**config.mk**
```make
export PLATFORM = sky130hd
export DESIGN_NAME = fxd_wr_downsizer
export DESIGN_NICKNAME = d
export VERILOG_FILES = /design/src/rtl/fxd_pkg.sv /design/src/rtl/fxd_word_fifo.sv /design/src/rtl/fxd_wr_ctrl.sv /design/src/rtl/fxd_wr_downsizer.sv
export SDC_FILE = /design/constraint.sdc
export NUM_CORES = 1
export LEC_CHECK = 0
export BUFFER_PORTS_ARGS = -buffer_cell sky130_fd_sc_hd__clkbuf_2
export CORE_ASPECT_RATIO = 1.1
export CORE_MARGIN = 5
export CORE_UTILIZATION = 51
export CTS_BUF_LIST = sky130_fd_sc_hd__clkbuf_4 sky130_fd_sc_hd__clkbuf_8
export CTS_CLUSTER_DIAMETER = 30
export DETAILED_ROUTE_END_ITERATION = 10
export GPL_ROUTABILITY_DRIVEN = 0
export GPL_TIMING_DRIVEN = 0
export PLACE_DENSITY_LB_ADDON = 0.15
export SLEW_MARGIN = 20
export SYNTH_ARGS = -nofsm -noshare
export SYNTH_HDL_FRONTEND = slang
export SYNTH_SLANG_ARGS = --single-unit
```
**constraint.sdc**
```tcl
create_clock -name clk -period 4.1 [get_ports clk]
set_input_delay 0 -clock clk [delete_from_list [all_inputs] [get_ports clk]]
set_output_delay 0 -clock clk [all_outputs]
set_load 0.03 [all_outputs]
```
**src/rtl/fxd_pkg.sv**
```systemverilog
package fxd_pkg;
    typedef enum logic [1:0] {
        ST_ADDR,
        ST_DATA,
        ST_UPPER,
        ST_RESP
    } wr_state_t;

    localparam logic [1:0] BURST_FIXED = 2'b00;
    localparam logic [1:0] RESP_OKAY   = 2'b00;
    localparam logic [1:0] RESP_SLVERR = 2'b10;
    localparam logic [2:0] SIZE_WIDE   = 3'd3;
endpackage

```
**src/rtl/fxd_word_fifo.sv**
```systemverilog
module fxd_word_fifo #(
    parameter int DW    = 32,
    parameter int DEPTH = 16
) (
    input  logic          clk,
    input  logic          rst_n,
    input  logic          push,
    input  logic [DW-1:0] push_data,
    input  logic          pop,
    output logic [DW-1:0] pop_data,
    output logic          full,
    output logic          empty
);
    localparam int PTR_W = $clog2(DEPTH);
    localparam int CNT_W = PTR_W + 1;

    logic [DW-1:0]    mem [DEPTH];
    logic [PTR_W-1:0] wr_ptr, rd_ptr;
    logic [CNT_W-1:0] count, count_nxt;
    logic             full_q, empty_q;
    logic             do_push, do_pop;

    assign do_push   = push && !full_q;
    assign do_pop    = pop && !empty_q;
    assign count_nxt = count + CNT_W'(do_push) - CNT_W'(do_pop);

    always_ff @(posedge clk) begin
        if (do_push) mem[wr_ptr] <= push_data;
    end

    always_ff @(posedge clk) begin
        if (!rst_n) begin
            wr_ptr  <= '0;
            rd_ptr  <= '0;
            count   <= '0;
            full_q  <= 1'b0;
            empty_q <= 1'b1;
        end else begin
            if (do_push) wr_ptr <= (wr_ptr == PTR_W'(DEPTH - 1)) ? '0 : wr_ptr + 1'b1;
            if (do_pop)  rd_ptr <= (rd_ptr == PTR_W'(DEPTH - 1)) ? '0 : rd_ptr + 1'b1;
            count   <= count_nxt;
            full_q  <= (count_nxt == CNT_W'(DEPTH));
            empty_q <= (count_nxt == '0);
        end
    end

    assign pop_data = mem[rd_ptr];
    assign full     = full_q;
    assign empty    = empty_q;


    no_overflow_chk: assert property (@(posedge clk) disable iff (!rst_n)
        push |-> !full_q);

    no_underflow_chk: assert property (@(posedge clk) disable iff (!rst_n)
        pop |-> !empty_q);

    flags_excl_chk: assert property (@(posedge clk) disable iff (!rst_n)
        !(full_q && empty_q));

    empty_after_fill_chk: assert property (@(posedge clk) disable iff (!rst_n)
        (do_push && !do_pop) |=> !empty_q);
endmodule

```
**src/rtl/fxd_wr_ctrl.sv**
```systemverilog
module fxd_wr_ctrl
    import fxd_pkg::*;
#(
    parameter int ADDR_W = 32,
    parameter int AXI_DW = 64,
    parameter int WORD_W = 32,
    parameter int LEN_W  = 8
) (
    input  logic              clk,
    input  logic              rst_n,
    input  logic              aw_valid,
    output logic              aw_ready,
    input  logic [ADDR_W-1:0] aw_addr,
    input  logic [LEN_W-1:0]  aw_len,
    input  logic [2:0]        aw_size,
    input  logic [1:0]        aw_burst,
    input  logic              w_valid,
    output logic              w_ready,
    input  logic [AXI_DW-1:0] w_data,
    input  logic              w_last,
    output logic              b_valid,
    input  logic              b_ready,
    output logic [1:0]        b_resp,
    output logic              push,
    output logic [WORD_W-1:0] push_data,
    input  logic              fifo_full
);
    localparam int LANES    = AXI_DW / WORD_W;
    localparam int LANE_W   = $clog2(LANES);
    localparam int LANE_LSB = $clog2(WORD_W / 8);

    wr_state_t         state, state_nxt;
    logic [LEN_W-1:0]  len_q, beat_q;
    logic [2:0]        size_q;
    logic [LANE_W-1:0] lane_q, lane_sel;
    logic              bad_q, perr_q, end_q;
    logic [WORD_W-1:0] hi_q;
    logic              aw_hs, w_hs, final_beat, beat_end, split;

    assign aw_hs      = aw_valid && aw_ready;
    assign w_hs       = w_valid && w_ready;
    assign final_beat = (beat_q == len_q);
    assign beat_end   = w_last || final_beat;
    assign split      = (size_q == SIZE_WIDE);
    assign lane_sel   = split ? '0 : lane_q;

    // State register and captured burst attributes
    always_ff @(posedge clk) begin
        if (!rst_n) begin
            state  <= ST_ADDR;
            len_q  <= '0;
            beat_q <= '0;
            size_q <= '0;
            lane_q <= '0;
            bad_q  <= 1'b0;
            perr_q <= 1'b0;
            end_q  <= 1'b0;
            hi_q   <= '0;
        end else begin
            state <= state_nxt;
            if (aw_hs) begin
                len_q  <= aw_len;
                beat_q <= '0;
                size_q <= aw_size;
                lane_q <= aw_addr[LANE_LSB +: LANE_W];
                bad_q  <= (aw_burst != BURST_FIXED) || (aw_size > SIZE_WIDE);
                perr_q <= 1'b0;
            end
            if (state == ST_DATA && w_hs) begin
                beat_q <= beat_q + 1'b1;
                hi_q   <= w_data[AXI_DW-1 -: WORD_W];
                end_q  <= beat_end;
                if (w_last != final_beat) perr_q <= 1'b1;
            end
        end
    end

    // Outputs and next state
    always_comb begin
        state_nxt = state;
        aw_ready  = 1'b0;
        w_ready   = 1'b0;
        b_valid   = 1'b0;
        push      = 1'b0;
        push_data = w_data[lane_sel*WORD_W +: WORD_W];
        unique case (state)
            ST_ADDR: begin
                aw_ready = 1'b1;
                if (aw_valid) state_nxt = ST_DATA;
            end
            ST_DATA: begin
                w_ready = bad_q ? 1'b1 : !fifo_full;
                if (w_hs) begin
                    push = !bad_q;
                    if (!bad_q && split) state_nxt = ST_UPPER;
                    else if (beat_end)   state_nxt = ST_RESP;
                end
            end
            ST_UPPER: begin
                push_data = hi_q;
                push      = !fifo_full;
                if (!fifo_full) state_nxt = end_q ? ST_RESP : ST_DATA;
            end
            ST_RESP: begin
                b_valid = 1'b1;
                if (b_ready) state_nxt = ST_ADDR;
            end
            default: state_nxt = ST_ADDR;
        endcase
    end

    assign b_resp = (bad_q || perr_q) ? RESP_SLVERR : RESP_OKAY;


    b_hold_chk: assert property (@(posedge clk) disable iff (!rst_n)
        (b_valid && !b_ready) |=> (b_valid && $stable(b_resp)));

    aw_block_chk: assert property (@(posedge clk) disable iff (!rst_n)
        b_valid |-> !aw_ready);

    upper_stall_chk: assert property (@(posedge clk) disable iff (!rst_n)
        (state == ST_DATA && push && split) |=> !w_ready);

    full_stall_chk: assert property (@(posedge clk) disable iff (!rst_n)
        (fifo_full && !bad_q) |-> !w_ready);

    bad_nopush_chk: assert property (@(posedge clk) disable iff (!rst_n)
        (bad_q && state != ST_ADDR) |-> !push);
endmodule

```
**src/rtl/fxd_wr_downsizer.sv**
```systemverilog
module fxd_wr_downsizer #(
    parameter int ADDR_W = 32,
    parameter int AXI_DW = 64,
    parameter int WORD_W = 32,
    parameter int LEN_W  = 8,
    parameter int DEPTH  = 16
) (
    input  logic              clk,
    input  logic              rst_n,
    input  logic              aw_valid,
    output logic              aw_ready,
    input  logic [ADDR_W-1:0] aw_addr,
    input  logic [LEN_W-1:0]  aw_len,
    input  logic [2:0]        aw_size,
    input  logic [1:0]        aw_burst,
    input  logic              w_valid,
    output logic              w_ready,
    input  logic [AXI_DW-1:0] w_data,
    input  logic              w_last,
    output logic              b_valid,
    input  logic              b_ready,
    output logic [1:0]        b_resp,
    output logic [WORD_W-1:0] rd_data,
    output logic              rd_valid,
    input  logic              rd_ready,
    output logic              fifo_full,
    output logic              fifo_empty
);
    logic              push;
    logic [WORD_W-1:0] push_data;

    fxd_wr_ctrl #(
        .ADDR_W(ADDR_W), .AXI_DW(AXI_DW), .WORD_W(WORD_W), .LEN_W(LEN_W)
    ) u_ctrl (
        .clk(clk), .rst_n(rst_n),
        .aw_valid(aw_valid), .aw_ready(aw_ready), .aw_addr(aw_addr),
        .aw_len(aw_len), .aw_size(aw_size), .aw_burst(aw_burst),
        .w_valid(w_valid), .w_ready(w_ready), .w_data(w_data), .w_last(w_last),
        .b_valid(b_valid), .b_ready(b_ready), .b_resp(b_resp),
        .push(push), .push_data(push_data), .fifo_full(fifo_full)
    );

    fxd_word_fifo #(
        .DW(WORD_W), .DEPTH(DEPTH)
    ) u_fifo (
        .clk(clk), .rst_n(rst_n),
        .push(push), .push_data(push_data),
        .pop(rd_valid && rd_ready), .pop_data(rd_data),
        .full(fifo_full), .empty(fifo_empty)
    );

    assign rd_valid = !fifo_empty;


    rd_stable_chk: assert property (@(posedge clk) disable iff (!rst_n)
        (rd_valid && !rd_ready) |=> (rd_valid && $stable(rd_data)));
endmodule

```
==> results_dict.tcl <==
set metrics [dict create \
    dr_total_vias 13440 \
    min-delay-start "w_data[8]" \
    crit_path_frequent_cell "sky130_fd_sc_hd__clkbuf_1" \
    synthCells 1305 \
    maxCapViolCount 0 \
    wire_length_of_the_first_global_routing_pass_um 86350 \
    dpl_worst_slack_ns 0.9003 \
    hold_depth 3 \
    p_leak_uw 0.009970 \
    rsz0062_at_grt "false" \
    hp-class "in2reg" \
    peakVddDrop_uv 342.0 \
    report.final.hold_viol_count 0 \
    start_util 0.5120 \
    fin_util 0.6357 \
    die_area_sq_mm 0.04990 \
    yosys_most_used_dff "sky130_fd_sc_hd__edfxtp_1" \
    yosys_register_bits 588 \
    cts_tree "yes" \
    dieWidth_um 213.4 \
    synth_top_area_frac 0.6622 \
    post_synth_fa_ha_maj_area_fraction 0.009485 \
    nNetsFinal 1802 \
    met1_length_um 23750 \
    synthArstFlopShare 0 \
    critPathRequiredTime_ns 4.44 \
    setup_viol 0 \
    count_of_flip_flops_with_a_built_in_enable_after_synthesis 512 \
    seqCellArea_sq_mm 0.01690 \
    synth.distinct_cells 48 \
    min_period_over_period 0.8010 \
    site_row_count 82 \
    syn_avg_cell_area_sq_um 17.79 \
    multiplexer_share_of_the_synthesized_area 0.1393 \
    multi_input_area_sq_mm 0.006036 \
    synthToLayoutAreaGrowth_pct 24.17 \
    path_cells "inv_1 -> ha_1 -> clkbuf_1 -> clkbuf_1 -> nand2_1 -> o21ai_1" \
    numClockSinks 588 \
    overflow 0 \
    die_h_um 233.8 \
    dominant_combinational_cell_family_by_area_after_synthesis "multiplexers" \
    slew-limit-headroom 0.2647 \
    post_cts_setup_buffer_count 0 \
    yosysWarningCount 0 \
    grt_start_max_net_pins 19 \
    rr_startpoint "u_ctrl.state[0]" \
    synth_most_common_cell "sky130_fd_sc_hd__edfxtp_1" \
    outcome "finished, final reports clean" \
    worst-endpoint-arrival_ns 3.63 \
    finalCriticalPeriod_ns 3.284 \
    cts_root_buffer "sky130_fd_sc_hd__clkbuf_8" \
    critical-path-top-delay-family "buffers and inverters" \
    fin_skew_ns 0.02554 \
    min_to "u_fifo.mem[1][8]" \
    dr_wl_met3_um 4482 \
    post_cts_sizing_count 0 \
    regToRegSetupSlack_ns 0.82 \
    detail-route-antenna-nets 0 \
    power_per_cell_area_mw_per_mm2 566.2 \
    detail_route.drc_violations 0 \
    core_region_area_sq_mm 0.04535 \
    mappedNetlistArea_sq_mm 0.02322 \
    path_clk_slew_ns 0.05 \
    boundaryPins 156 \
    number_of_buffers_created_by_cts 112 \
    insertion_delay_ns 0.69 \
    synth_top_cells_by_count "sky130_fd_sc_hd__edfxtp_1 (512), sky130_fd_sc_hd__nand2_1 (173), sky130_fd_sc_hd__mux4_2 (128)" \
    final_critical_path_setup_slack_ns 0.8157 \
    syn-num-nets 1438 \
    h-tree-depth 3 \
    ys_seq_area_frac 0.7277 \
    critical_path.n_buffers_inverters 3 \
    crit_fanout 16 \
    netlist.top_cell.by_area "sky130_fd_sc_hd__edfxtp_1" \
    drt_pre_antenna_iters 5 \
    synth_area_leaders "sky130_fd_sc_hd__edfxtp_1 (66%), sky130_fd_sc_hd__mux4_2 (12%), sky130_fd_sc_hd__dfxtp_1 (6.6%)" \
    port_buffers 123 \
    crit_slowest_cell "sky130_fd_sc_hd__clkbuf_1" \
    synth_simple_gate_area_frac 0.04656 \
    vias_per_cell 5.710 \
    worstSetupStartpointType "flip-flop" \
    report.final.slew_viol_count 0 \
    antenna-diode-count 0 \
    initialDrtViolationCount 1181 \
    clock_tree_buffer_depth 3 \
    drive_above_1_share 0.3092 \
    postRouteWirelength_um 58360 \
    gr-usage-all-layers 0.2377 \
    fillers 3290 \
    max_stage_delay_ns 0.75 \
    yosys.area_share.xor_xnor 0.005281 \
    crit_path_end_kind "flip-flop" \
    synth-compound-area-share 0.05416 \
    routed_wire_length_per_instance_um 24.79 \
    reg2reg_depth 6 \
    critical_path.reg2reg.endpoint "u_fifo.mem[8][13]" \
    max_freq_ghz 0.3045 \
    cts_hold_buf 75 \
    worstSetupPathType "reg2reg" \
    dr.max_layer_used "met4" \
    grt_pass1_vias 13960 \
    met2WireLength_um 28610 \
    grt_antenna_before_repair 0 \
    tightest_slew_ns 1.096 \
    post-dp-hpwl_um 37920 \
]
-- worst register-to-register path: stages, from the launching register on --
cell and delay (ns):
sky130_fd_sc_hd__dfxtp_1 0.35, sky130_fd_sc_hd__inv_1 0.10, sky130_fd_sc_hd__ha_1 0.40, sky130_fd_sc_hd__clkbuf_1 0.66, sky130_fd_sc_hd__clkbuf_1 0.75, sky130_fd_sc_hd__nand2_1 0.13, sky130_fd_sc_hd__o21ai_1 0.57
-- metrics by stage --
stage          cell area, sq um  power (uW)  hold slack [ns]  instances  setup TNS, ns
6_report                  28830       16320          0.03226       2354              0
5_1_grt                   28830       16960          0.04546       2354              0
4_1_cts                   28830       16430          0.02452       2354              0
3_5_place_dp              25500        9947           0.2482       2068              0
3_3_place_gp              24570        9823           0.2341       2016        -632.03
2_1_floorplan             23220        9019           0.1449       1305              0
-- placed cells by master (no fill, tap or decap), drive strengths merged, types with 7 or more instances in the layout --
master       Yosys  layout
nor2b            8       8
mux2i           35      35
a21boi          50      50
nor3             8       8
buf             35      87
clkinv           0      42
clkbuf          41     303
nand2          173     173
a22oi           65      65
nand3            7       7
xor2             9       9
nor2            19      19
edfxtp         512     512
clkinvlp         0      10
and2            13      13
dlygate4sd3      0      75
inv             16      21
dfxtp           76      76
mux4           128     128
ha              16      16
o21ai           41      41
bufinv           0      15
-- registers in the layout, summed over array words and instances, names as in the netlist, named ones only --
| register | flops |
|---|---|
| u_fifo.mem | 512 |
| u_ctrl.hi_q | 32 |
| u_ctrl.beat_q | 8 |
| u_ctrl.len_q | 8 |
| u_fifo.count | 5 |
| u_fifo.rd_ptr | 4 |
| u_fifo.wr_ptr | 4 |
| u_ctrl.size_q | 3 |
| u_ctrl.state | 2 |
| u_ctrl.bad_q | 1 |
| u_ctrl.end_q | 1 |
| u_ctrl.lane_q | 1 |
| u_ctrl.perr_q | 1 |
| u_fifo.empty | 1 |
| u_fifo.full | 1 |
-- metal layers --
layer  vias to the layer above  GRT usage
met5                         -          0
met4                         0    0.07792
met3                        86    0.04589
met2                       544     0.3871
met1                      6884     0.3282
li1                       5928          -
-- power by group --
group	leakage, uW	switching (uW)	internal, uW
combinational	0.00343	1750	1030
clock	0.00132	2570	3860
sequential	0.00523	93.9	7020
total	0.00997	4420	11900
-- final cells by class --
class	count	area share
Timing Repair Buffer	250	0.07565
Multi-Input combinational cell	625	0.2094
Sequential cell	588	0.5861
Buffer	76	0.01189
Tap cell	588	0.02552
Clock buffer	139	0.06180
Inverter	16	0.002083
Clock inverter	72	0.02760
-- how the worst max path moves through the flow --
stage / startpoint / end / slack [ns] / depth (start not counted)
final: u_ctrl.state[0] / u_fifo.mem[8][13] / 0.82 / 6
after CTS: u_ctrl.state[0] / u_fifo.mem[9][18] / 0.88 / 6
after floorplan: u_ctrl.state[0] / u_fifo.mem[2][0] / 0.16 / 7
after detailed placement: u_ctrl.state[0] / u_fifo.mem[4][18] / 0.90 / 6
after global placement: u_ctrl.state[1] / u_fifo.mem[0][16] / -2.81 / 7
after global routing: u_ctrl.state[0] / u_fifo.mem[6][18] / 0.66 / 6
-- kinds of logic (layout without fill, tap and decap cells) --
| family | count (synthesis) | after routing |
|---|---|---|
| other | 1 | 1 |
| adder cells (fa/ha/maj) | 17 | 17 |
| XOR/XNOR | 14 | 14 |
| flip-flops | 588 | 588 |
| AO/OA/AOI/OAI | 181 | 181 |
| AND/OR/NAND/NOR | 249 | 249 |
| buffers and inverters | 92 | 553 |
| multiplexers | 163 | 163 |
Note: power is estimated with default switching activity, not from simulation.
